File: config.mk
export PLATFORM = sky130hd
export DESIGN_NAME = sw_stopwatch
export DESIGN_NICKNAME = d
export VERILOG_FILES = /design/src/rtl/sw_pkg.sv /design/src/rtl/sw_btn_sync.sv /design/src/rtl/sw_tick_gen.sv /design/src/rtl/sw_bcd_count.sv /design/src/rtl/sw_led_walk.sv /design/src/rtl/sw_stopwatch.sv
export SDC_FILE = /design/constraint.sdc
export NUM_CORES = 1
export LEC_CHECK = 0
export CORE_MARGIN = 2
export CORE_UTILIZATION = 30
export DETAILED_ROUTE_END_ITERATION = 7
export PLACE_DENSITY = 0.48
export RECOVER_POWER = 50
export SKIP_CTS_REPAIR_TIMING = 1
export SYNTH_ARGS = -nofsm -noshare
export SYNTH_HDL_FRONTEND = slang
export SYNTH_HIERARCHICAL = 1
export SYNTH_SLANG_ARGS = --single-unit
File: constraint.sdc
create_clock -name clk -period 4 [get_ports clk]
set_input_delay 0.8 -clock clk [delete_from_list [all_inputs] [get_ports clk]]
set_output_delay 0.8 -clock clk [all_outputs]
set_load 0.02 [all_outputs]
File: src/rtl/sw_pkg.sv
package sw_pkg;
    typedef logic [3:0] bcd_t;

    typedef struct packed {
        bcd_t tens;
        bcd_t units;
    } bcd_pair_t;
endpackage

File: src/rtl/sw_btn_sync.sv
module sw_btn_sync #(
    parameter int STAGES = 2
) (
    input  logic clk,
    input  logic rst_n,
    input  logic btn_in,
    output logic level,
    output logic rise
);
    typedef struct packed {
        logic [STAGES-1:0] chain;
        logic              prev;
    } sync_st_t;

    sync_st_t st_d, st_q;

    always_comb begin
        st_d       = st_q;
        st_d.chain = {st_q.chain[STAGES-2:0], btn_in};
        st_d.prev  = st_q.chain[STAGES-1];
    end

    always_ff @(posedge clk or negedge rst_n) begin
        if (!rst_n) st_q <= '0;
        else        st_q <= st_d;
    end

    assign level = st_q.chain[STAGES-1];
    assign rise  = st_q.chain[STAGES-1] & ~st_q.prev;
endmodule

File: src/rtl/sw_tick_gen.sv
module sw_tick_gen #(
    parameter int PERIOD = 16
) (
    input  logic clk,
    input  logic rst_n,
    input  logic en,
    input  logic restart,
    output logic tick
);
    localparam int CW = (PERIOD > 1) ? $clog2(PERIOD) : 1;
    localparam logic [CW-1:0] LAST = CW'(PERIOD - 1);

    typedef struct packed {
        logic [CW-1:0] cnt;
    } tick_st_t;

    tick_st_t st_d, st_q;

    always_comb begin
        st_d = st_q;
        tick = en && !restart && (st_q.cnt == LAST);
        if (restart)   st_d.cnt = '0;
        else if (tick) st_d.cnt = '0;
        else if (en)   st_d.cnt = st_q.cnt + 1'b1;
    end

    always_ff @(posedge clk or negedge rst_n) begin
        if (!rst_n) st_q <= '0;
        else        st_q <= st_d;
    end
endmodule

File: src/rtl/sw_bcd_count.sv
module sw_bcd_count
    import sw_pkg::*;
#(
    parameter int MAX_COUNT = 20
) (
    input  logic      clk,
    input  logic      rst_n,
    input  logic      clr,
    input  logic      inc,
    output bcd_pair_t value,
    output logic      at_max
);
    localparam bcd_t TOP_TENS  = bcd_t'(MAX_COUNT / 10);
    localparam bcd_t TOP_UNITS = bcd_t'(MAX_COUNT % 10);

    typedef struct packed {
        bcd_pair_t cnt;
    } cnt_st_t;

    cnt_st_t st_d, st_q;

    assign at_max = (st_q.cnt.tens == TOP_TENS) && (st_q.cnt.units == TOP_UNITS);

    always_comb begin
        st_d = st_q;
        if (clr) begin
            st_d.cnt = '0;
        end else if (inc && !at_max) begin
            if (st_q.cnt.units == bcd_t'(9)) begin
                st_d.cnt.units = '0;
                st_d.cnt.tens  = st_q.cnt.tens + 1'b1;
            end else begin
                st_d.cnt.units = st_q.cnt.units + 1'b1;
            end
        end
    end

    always_ff @(posedge clk or negedge rst_n) begin
        if (!rst_n) st_q <= '0;
        else        st_q <= st_d;
    end

    assign value = st_q.cnt;
endmodule

File: src/rtl/sw_led_walk.sv
module sw_led_walk #(
    parameter int WIDTH = 16
) (
    input  logic             clk,
    input  logic             rst_n,
    input  logic             active,
    input  logic             step,
    output logic [WIDTH-1:0] led
);
    localparam int PW = (WIDTH > 1) ? $clog2(WIDTH) : 1;
    localparam logic [PW-1:0] LAST_POS = PW'(WIDTH - 1);

    typedef struct packed {
        logic [PW-1:0] pos;
    } walk_st_t;

    walk_st_t st_d, st_q;

    always_comb begin
        st_d = st_q;
        if (!active)                 st_d.pos = '0;
        else if (step) begin
            if (st_q.pos == LAST_POS) st_d.pos = '0;
            else                      st_d.pos = st_q.pos + 1'b1;
        end
    end

    always_ff @(posedge clk or negedge rst_n) begin
        if (!rst_n) st_q <= '0;
        else        st_q <= st_d;
    end

    for (genvar i = 0; i < WIDTH; i++) begin : g_dec
        assign led[i] = active && (st_q.pos == PW'(i));
    end
endmodule

File: src/rtl/sw_stopwatch.sv
module sw_stopwatch
    import sw_pkg::*;
#(
    parameter int SEC_CYCLES    = 100_000_000,
    parameter int STEPS_PER_SEC = 16,
    parameter int MAX_COUNT     = 20,
    parameter int LED_W         = 16,
    parameter int SYNC_STAGES   = 2
) (
    input  logic             clk,
    input  logic             rst_n,
    input  logic             btn_center,
    input  logic             btn_down,
    output logic [LED_W-1:0] led,
    output logic [3:0]       tens_bcd,
    output logic [3:0]       units_bcd
);
    localparam int STEP_CYCLES = SEC_CYCLES / STEPS_PER_SEC;

    typedef struct packed {
        logic run;
    } top_st_t;

    top_st_t   st_d, st_q;
    logic      center_lvl, center_rise;
    logic      down_lvl, down_rise;
    logic      sec_tick, step_tick, at_max;
    bcd_pair_t count;

    sw_btn_sync #(.STAGES(SYNC_STAGES)) u_sync_center (
        .clk(clk), .rst_n(rst_n), .btn_in(btn_center),
        .level(center_lvl), .rise(center_rise)
    );

    sw_btn_sync #(.STAGES(SYNC_STAGES)) u_sync_down (
        .clk(clk), .rst_n(rst_n), .btn_in(btn_down),
        .level(down_lvl), .rise(down_rise)
    );

    always_comb begin
        st_d     = st_q;
        st_d.run = st_q.run ^ center_rise;
    end

    always_ff @(posedge clk or negedge rst_n) begin
        if (!rst_n) st_q <= '0;
        else        st_q <= st_d;
    end

    sw_tick_gen #(.PERIOD(SEC_CYCLES)) u_sec_tick (
        .clk(clk), .rst_n(rst_n), .en(st_q.run),
        .restart(down_lvl), .tick(sec_tick)
    );

    sw_bcd_count #(.MAX_COUNT(MAX_COUNT)) u_count (
        .clk(clk), .rst_n(rst_n), .clr(down_lvl), .inc(sec_tick),
        .value(count), .at_max(at_max)
    );

    sw_tick_gen #(.PERIOD(STEP_CYCLES)) u_step_tick (
        .clk(clk), .rst_n(rst_n), .en(at_max),
        .restart(!at_max), .tick(step_tick)
    );

    sw_led_walk #(.WIDTH(LED_W)) u_walk (
        .clk(clk), .rst_n(rst_n), .active(at_max),
        .step(step_tick), .led(led)
    );

    assign tens_bcd  = count.tens;
    assign units_bcd = count.units;
endmodule

* Word-level counts from Yosys, hierarchy flattened
Cells that the tools add are included.
** Cells by class
- Bitwise operators :: 3
- Mux-type cells :: 12
- Reduce and logical (&&, ||, !) cells :: 29
- Add/subtract/negate cells :: 5
- Eq/ne operators :: 20
** Operator list (number)
- 2-to-1 mux 27 bit :: 3
- 2-to-1 mux 23 bit :: 2
- equality test 4 bit (second input constant) :: 9
- adder 27 x 1 -> 27 bit (second input constant) :: 1
- equality test 27 bit (second input constant) :: 1
- adder 23 x 1 -> 23 bit (second input constant) :: 1
- equality test 23 bit (second input constant) :: 1
- logical AND 1 bit :: 21
- 2-to-1 mux 4 bit :: 5
- equality test 4 x 3 -> 1 bit (second input constant) :: 4
- 2-to-1 mux 8 bit :: 2
- adder 4 x 1 -> 4 bit (second input constant) :: 3
- equality test 4 x 2 -> 1 bit (second input constant) :: 3
- zero test 4 bit :: 2
- equality test 4 x 1 -> 1 bit (second input constant) :: 1
- nonzero test 2 bit :: 2
- nonzero test 3 bit :: 1
- zero test 1 bit :: 2
- inequality test 2 bit (second input constant) :: 1
- AND reduction 2 bit :: 1
- AND 1 bit :: 1
- NOT 1 bit :: 1
- XOR 1 bit :: 1
** Word-level totals
- Output and inout port bits :: 24
- Logic and storage cells :: 78
- Bits of input ports :: 4
- Register bits :: 68

* Logic depth before layout (Yosys ltp)
- Depth in word-level cells :: 6
- Gate-level depth with buffers :: 10
- Gate-level depth less buffers :: 10

* Hierarchy
Netlist, hierarchy kept.
** Modules (own cells, without submodules)
- sw_tick_gen (u_sec_tick) :: cells each 190, instances 1, area each 1682.9 µm², sequential area each 675.6 µm²
- sw_tick_gen (u_step_tick) :: cells each 151, instances 1, area each 1373.8 µm², sequential area each 575.6 µm²
- sw_bcd_count :: cells each 54, instances 1, area each 508.0 µm², sequential area each 200.2 µm²
- sw_led_walk :: cells each 49, instances 1, area each 402.9 µm², sequential area each 100.1 µm²
- sw_btn_sync :: cells each 4, instances 2, area each 88.8 µm², sequential area each 75.1 µm²
- sw_stopwatch :: cells each 3, instances 1, area each 37.5 µm², sequential area each 25.0 µm²

* Worst setup path after synthesis
Ideal clock, no wire load.
- Path kind :: register -> output
- Start :: register u_count.st_q, in the netlist u_count/value[4]
- End :: output port led[2]
- Path slack :: 0.824 ns
- Path buffers :: 0
- Arrival :: 2.376 ns
- Required time :: 3.200 ns
- Cell stages (with the launch flop) :: 7
- Cells stage by stage :: dfrtp_1 inv_1 ha_1 or4b_4 nor2_1 nand2_1 nor3_1
** On the way
- Cells in the longest elaborated chain, start to end :: 3
** RTL lines
- start, declared :: line sw_bcd_count.sv:20 : cnt_st_t st_d, st_q;
- start signal, assigned :: line sw_bcd_count.sv:40 : else st_q <= st_d;
- equality test 4 x 2 -> 1 bit :: line sw_bcd_count.sv:22 : assign at_max = (st_q.cnt.tens == TOP_TENS) && (st_q.cnt.units == TOP_UNITS);
- logical AND 1 bit :: line sw_bcd_count.sv:22
- net at_max :: line sw_stopwatch.sv:27 : logic sec_tick, step_tick, at_max;
- logical AND 1 bit :: line sw_led_walk.sv:34 : assign led[i] = active && (st_q.pos == PW'(i));
- end, declared :: line sw_stopwatch.sv:14 : output logic [LED_W-1:0] led,
The timed path passes the listed nets, and every way through them passes these cells.

* Worst setup path in the final report
- Start :: register u_count.st_q, in the netlist u_count/value[4]
- End :: output port led[4]
The elaborated chain is that of the path after synthesis.

==> summary.md <==
| Metric | Value |
|---|---|
| FF-to-FF path depth | `11` |
| Setup CP Type | `reg2out` |
| Met1 Use GR | `18.9%` |
| Slowest stage delay, CP | `between 0.6 and 0.7 ns` |
| CP required | `3.20 ns` |
| Tcrit/Tclk final | `between 90% and 100%` |
| Hold Fails Final Rpt | `0` |
| Nets | `491` |
| Critical R2R Launch | `u_count/value[4]$_DFFE_PN0P_` |
| Final Wtd Congestion | `0.735` |
| Warnings, synthesis | `6` |
| H-tree levels | `3` |
| Vias in the first global route | `3366` |
| Top Ports | `28` |
| Grt met3 use | `3.14%` |
| CTS sink cnt | `68` |
| P&R area growth vs syn | `16.6%` |
| RSZ-0062 raised after global routing | `no` |
| Cells after synthesis | `453` |
| Syn Nets | `468` |
| Layout cells sized above 1 | `10.9%` |
| R2R setup slack | `between 0.8 and 0.9 ns` |
| Met2 usage | `23.4%` |
| Die width | `about 120 um` |
| Final Util | `36.2%` |
| Finished Cell Area | `between 4000 and 5000 sq um` |
| Worst-path clk slew | `0.05 ns` |
| Slew Viols, Final | `69` |
| Vias | `approximately 3500` |
| Gr ovfl total | `0` |
| # setup viols final | `0` |
| Relative slew slack | `-18.0%` |
| Non-filler cells in the finished layout | `around 660` |
| Root buffer cell | `clkbuf_16` |
| Starting DRT DRC Count | `266` |
| Number of routed nets with antenna violations | `0` |
| First-pass GRT wire length | `roughly 17 mm` |
| Final WL | `roughly 10 mm` |
| Post-Synthesis Cell Area | `approximately 4100 sq um` |
| Worst EP arrival | `2.87 ns` |
| PortBufs | `27` |
| Fin Clk Skew | `around 0.0077 ns` |
| Post-route minimum period | `3.67 ns` |
| Syn Area/Cell | `slightly above 9 sq um` |
| CTS max path bufs | `2` |
| CP Cell Sequence | `inv_1 > ha_1 > or4b_4 > nor2_1 > nand2_2 > nor3b_2 > clkdlybuf4s50_1` |
| Least-Margin Pin Slew | `1.77 ns` |
| DR vias/cell | `5.27` |
| Max Freq | `273 MHz` |
| Worst Setup Start Kind | `flip-flop` |
| Initial antenna violation count | `0` |
| Failing checks | `capacitance limit, slew limit` |
| DR DRC count | `0` |
| Worst Hold Class | `reg2reg` |
| CP endpoint kind | `output pin` |
| CTS tree | `built` |
| Busiest layer in global routing | `met2` |
| CP Max Fanout | `6` |
| RR Endpoint | `u_step_tick/st_q[8]$_DFFE_PN0P_` |
| Row cnt | `42` |
| Starting Density | `31.0%` |
| Hold_ws | `0.354 ns` |
| Max cap viols | `1` |
| Pin count of the biggest net entering global routing | `69` |
| Leakage | `just under 0.002 uW` |
| Core Region | `about 13000 sq um` |
| Die Y | `about 120 um` |
| Origin of the worst setup path | `u_count/value[4]$_DFFE_PN0P_` |
| Drt wl/cell | `15.1 um` |
| Outcome | `complete, but fails checks` |
| Skew-Pair Late Insertion Delay | `0.34 ns` |
| Power per cell area | `345 nW/um^2` |
| CP endpoint | `led[4]` |
| Dpl cells | `641` |
| GRT Util Overall | `14.5%` |
| Total CTS buffers | `9` |
| Max VDD drop | `0.193 mV` |
| CP max-delay cell | `clkdlybuf4s50_1` |
| Placed Area | `between 4000 and 5000 sq um` |
| Diode count | `0` |
| Drt first pass iters | `4` |
| Fin Setup TNS | `0 ns` |
| Die ar. | `roughly 15000 sq um` |
| Hpwl dp | `6.57 mm` |
layer usage:
metal | part of all wire, % | up-vias
li1 | - | 1720
met1 | 49 | 1689
met2 | 47 | 31
met3 | 2.5 | 15
met4 | 1.6 | 0
met5 | 0 | -
state kept, by name, summed over array words and instances (netlist names):
register	count
u_sync_down/st_d	1
u_sync_down/level	1
u_sync_center/st_d	1
u_sync_center/level	1
u_sync_center/st_q	1
st_q	1
u_sec_tick/st_q	27
u_step_tick/st_q	23
u_walk/st_q	4
u_count/value	8
worst max-delay path: cells and delay by family (launching register included):
| kind | cells | cell delay, ns |
|---|---|---|
| adder cells (fa/ha/maj) | 1 | 0.14 |
| buffers and inverters | 2 | 0.73 |
| flip-flops | 1 | 0.40 |
| AND/OR/NAND/NOR | 4 | 1.28 |
through the flow:
| stage | setup slack, ns | power, uW |
|---|---|---|
| floorplan | 0.824 | 877 |
| global placement | 0.696 | 923 |
| detailed placement | 0.654 | 924 |
| CTS | 0.288 | 1700 |
| global route | 0.130 | 1750 |
| finish | 0.331 | 1670 |
worst min path at each step:
stage | start | slack [ns] | endpoint | cells past startpoint
5_1_grt | u_sync_down/st_d[2]$_DFF_PN0_ | 0.37 | u_sync_down/level$_DFF_PN0_ | 0
3_5_place_dp | u_sync_down/st_d[2]$_DFF_PN0_ | 0.34 | u_sync_down/level$_DFF_PN0_ | 0
2_1_floorplan | u_sync_center/st_d[2]$_DFF_PN0_ | 0.33 | u_sync_center/level$_DFF_PN0_ | 0
3_3_place_gp | u_sync_center/st_d[2]$_DFF_PN0_ | 0.34 | u_sync_center/level$_DFF_PN0_ | 0
6_report | u_sync_down/st_d[2]$_DFF_PN0_ | 0.35 | u_sync_down/level$_DFF_PN0_ | 0
4_1_cts | u_sync_down/st_d[2]$_DFF_PN0_ | 0.36 | u_sync_down/level$_DFF_PN0_ | 0
power by group:
group | total, uW | switching (uW) | internal (uW)
registers | 756 | 44.9 | 711
logic | 154 | 107 | 47.1
clock network | 756 | 295 | 461
total | 1670 | 446 | 1220
layout by cell type, fill, tap and decap left out, types with 3 or more instances in the layout:
| cell type | n |
|---|---|
| dfrtp_1 | 68 |
| nand2_1 | 56 |
| nor2_1 | 37 |
| a31oi_1 | 35 |
| nand3_1 | 31 |
| a21oi_1 | 25 |
| clkdlybuf4s50_1 | 20 |
| o21ai_0 | 16 |
| inv_1 | 14 |
| nand2b_1 | 12 |
| nand4_1 | 12 |
| ha_1 | 11 |
| clkbuf_16 | 9 |
| or3_1 | 7 |
| and3_1 | 7 |
| dlygate4sd3_1 | 6 |
| a22o_1 | 6 |
| nor3_1 | 6 |
| and2_1 | 5 |
| buf_4 | 4 |
| or2_2 | 4 |
| xnor2_1 | 4 |
| mux2i_1 | 4 |
| and4_1 | 4 |
| nor3b_2 | 4 |
| clkbuf_8 | 3 |
| nor4_4 | 3 |
| o31ai_1 | 3 |
| a21o_1 | 3 |
| a41oi_1 | 3 |
cell type report:
type / count / area, sq um
Clock buffer: 12 / 267
Clock inverter: 2 / 10.0
Fill cell: 1357 / 8510
Inverter: 14 / 52.6
Multi-Input combinational cell: 352 / 2290
Sequential cell: 68 / 1700
Tap cell: 176 / 220
Timing Repair Buffer: 31 / 295
No activity file was read; power rests on OpenSTA's default activity.
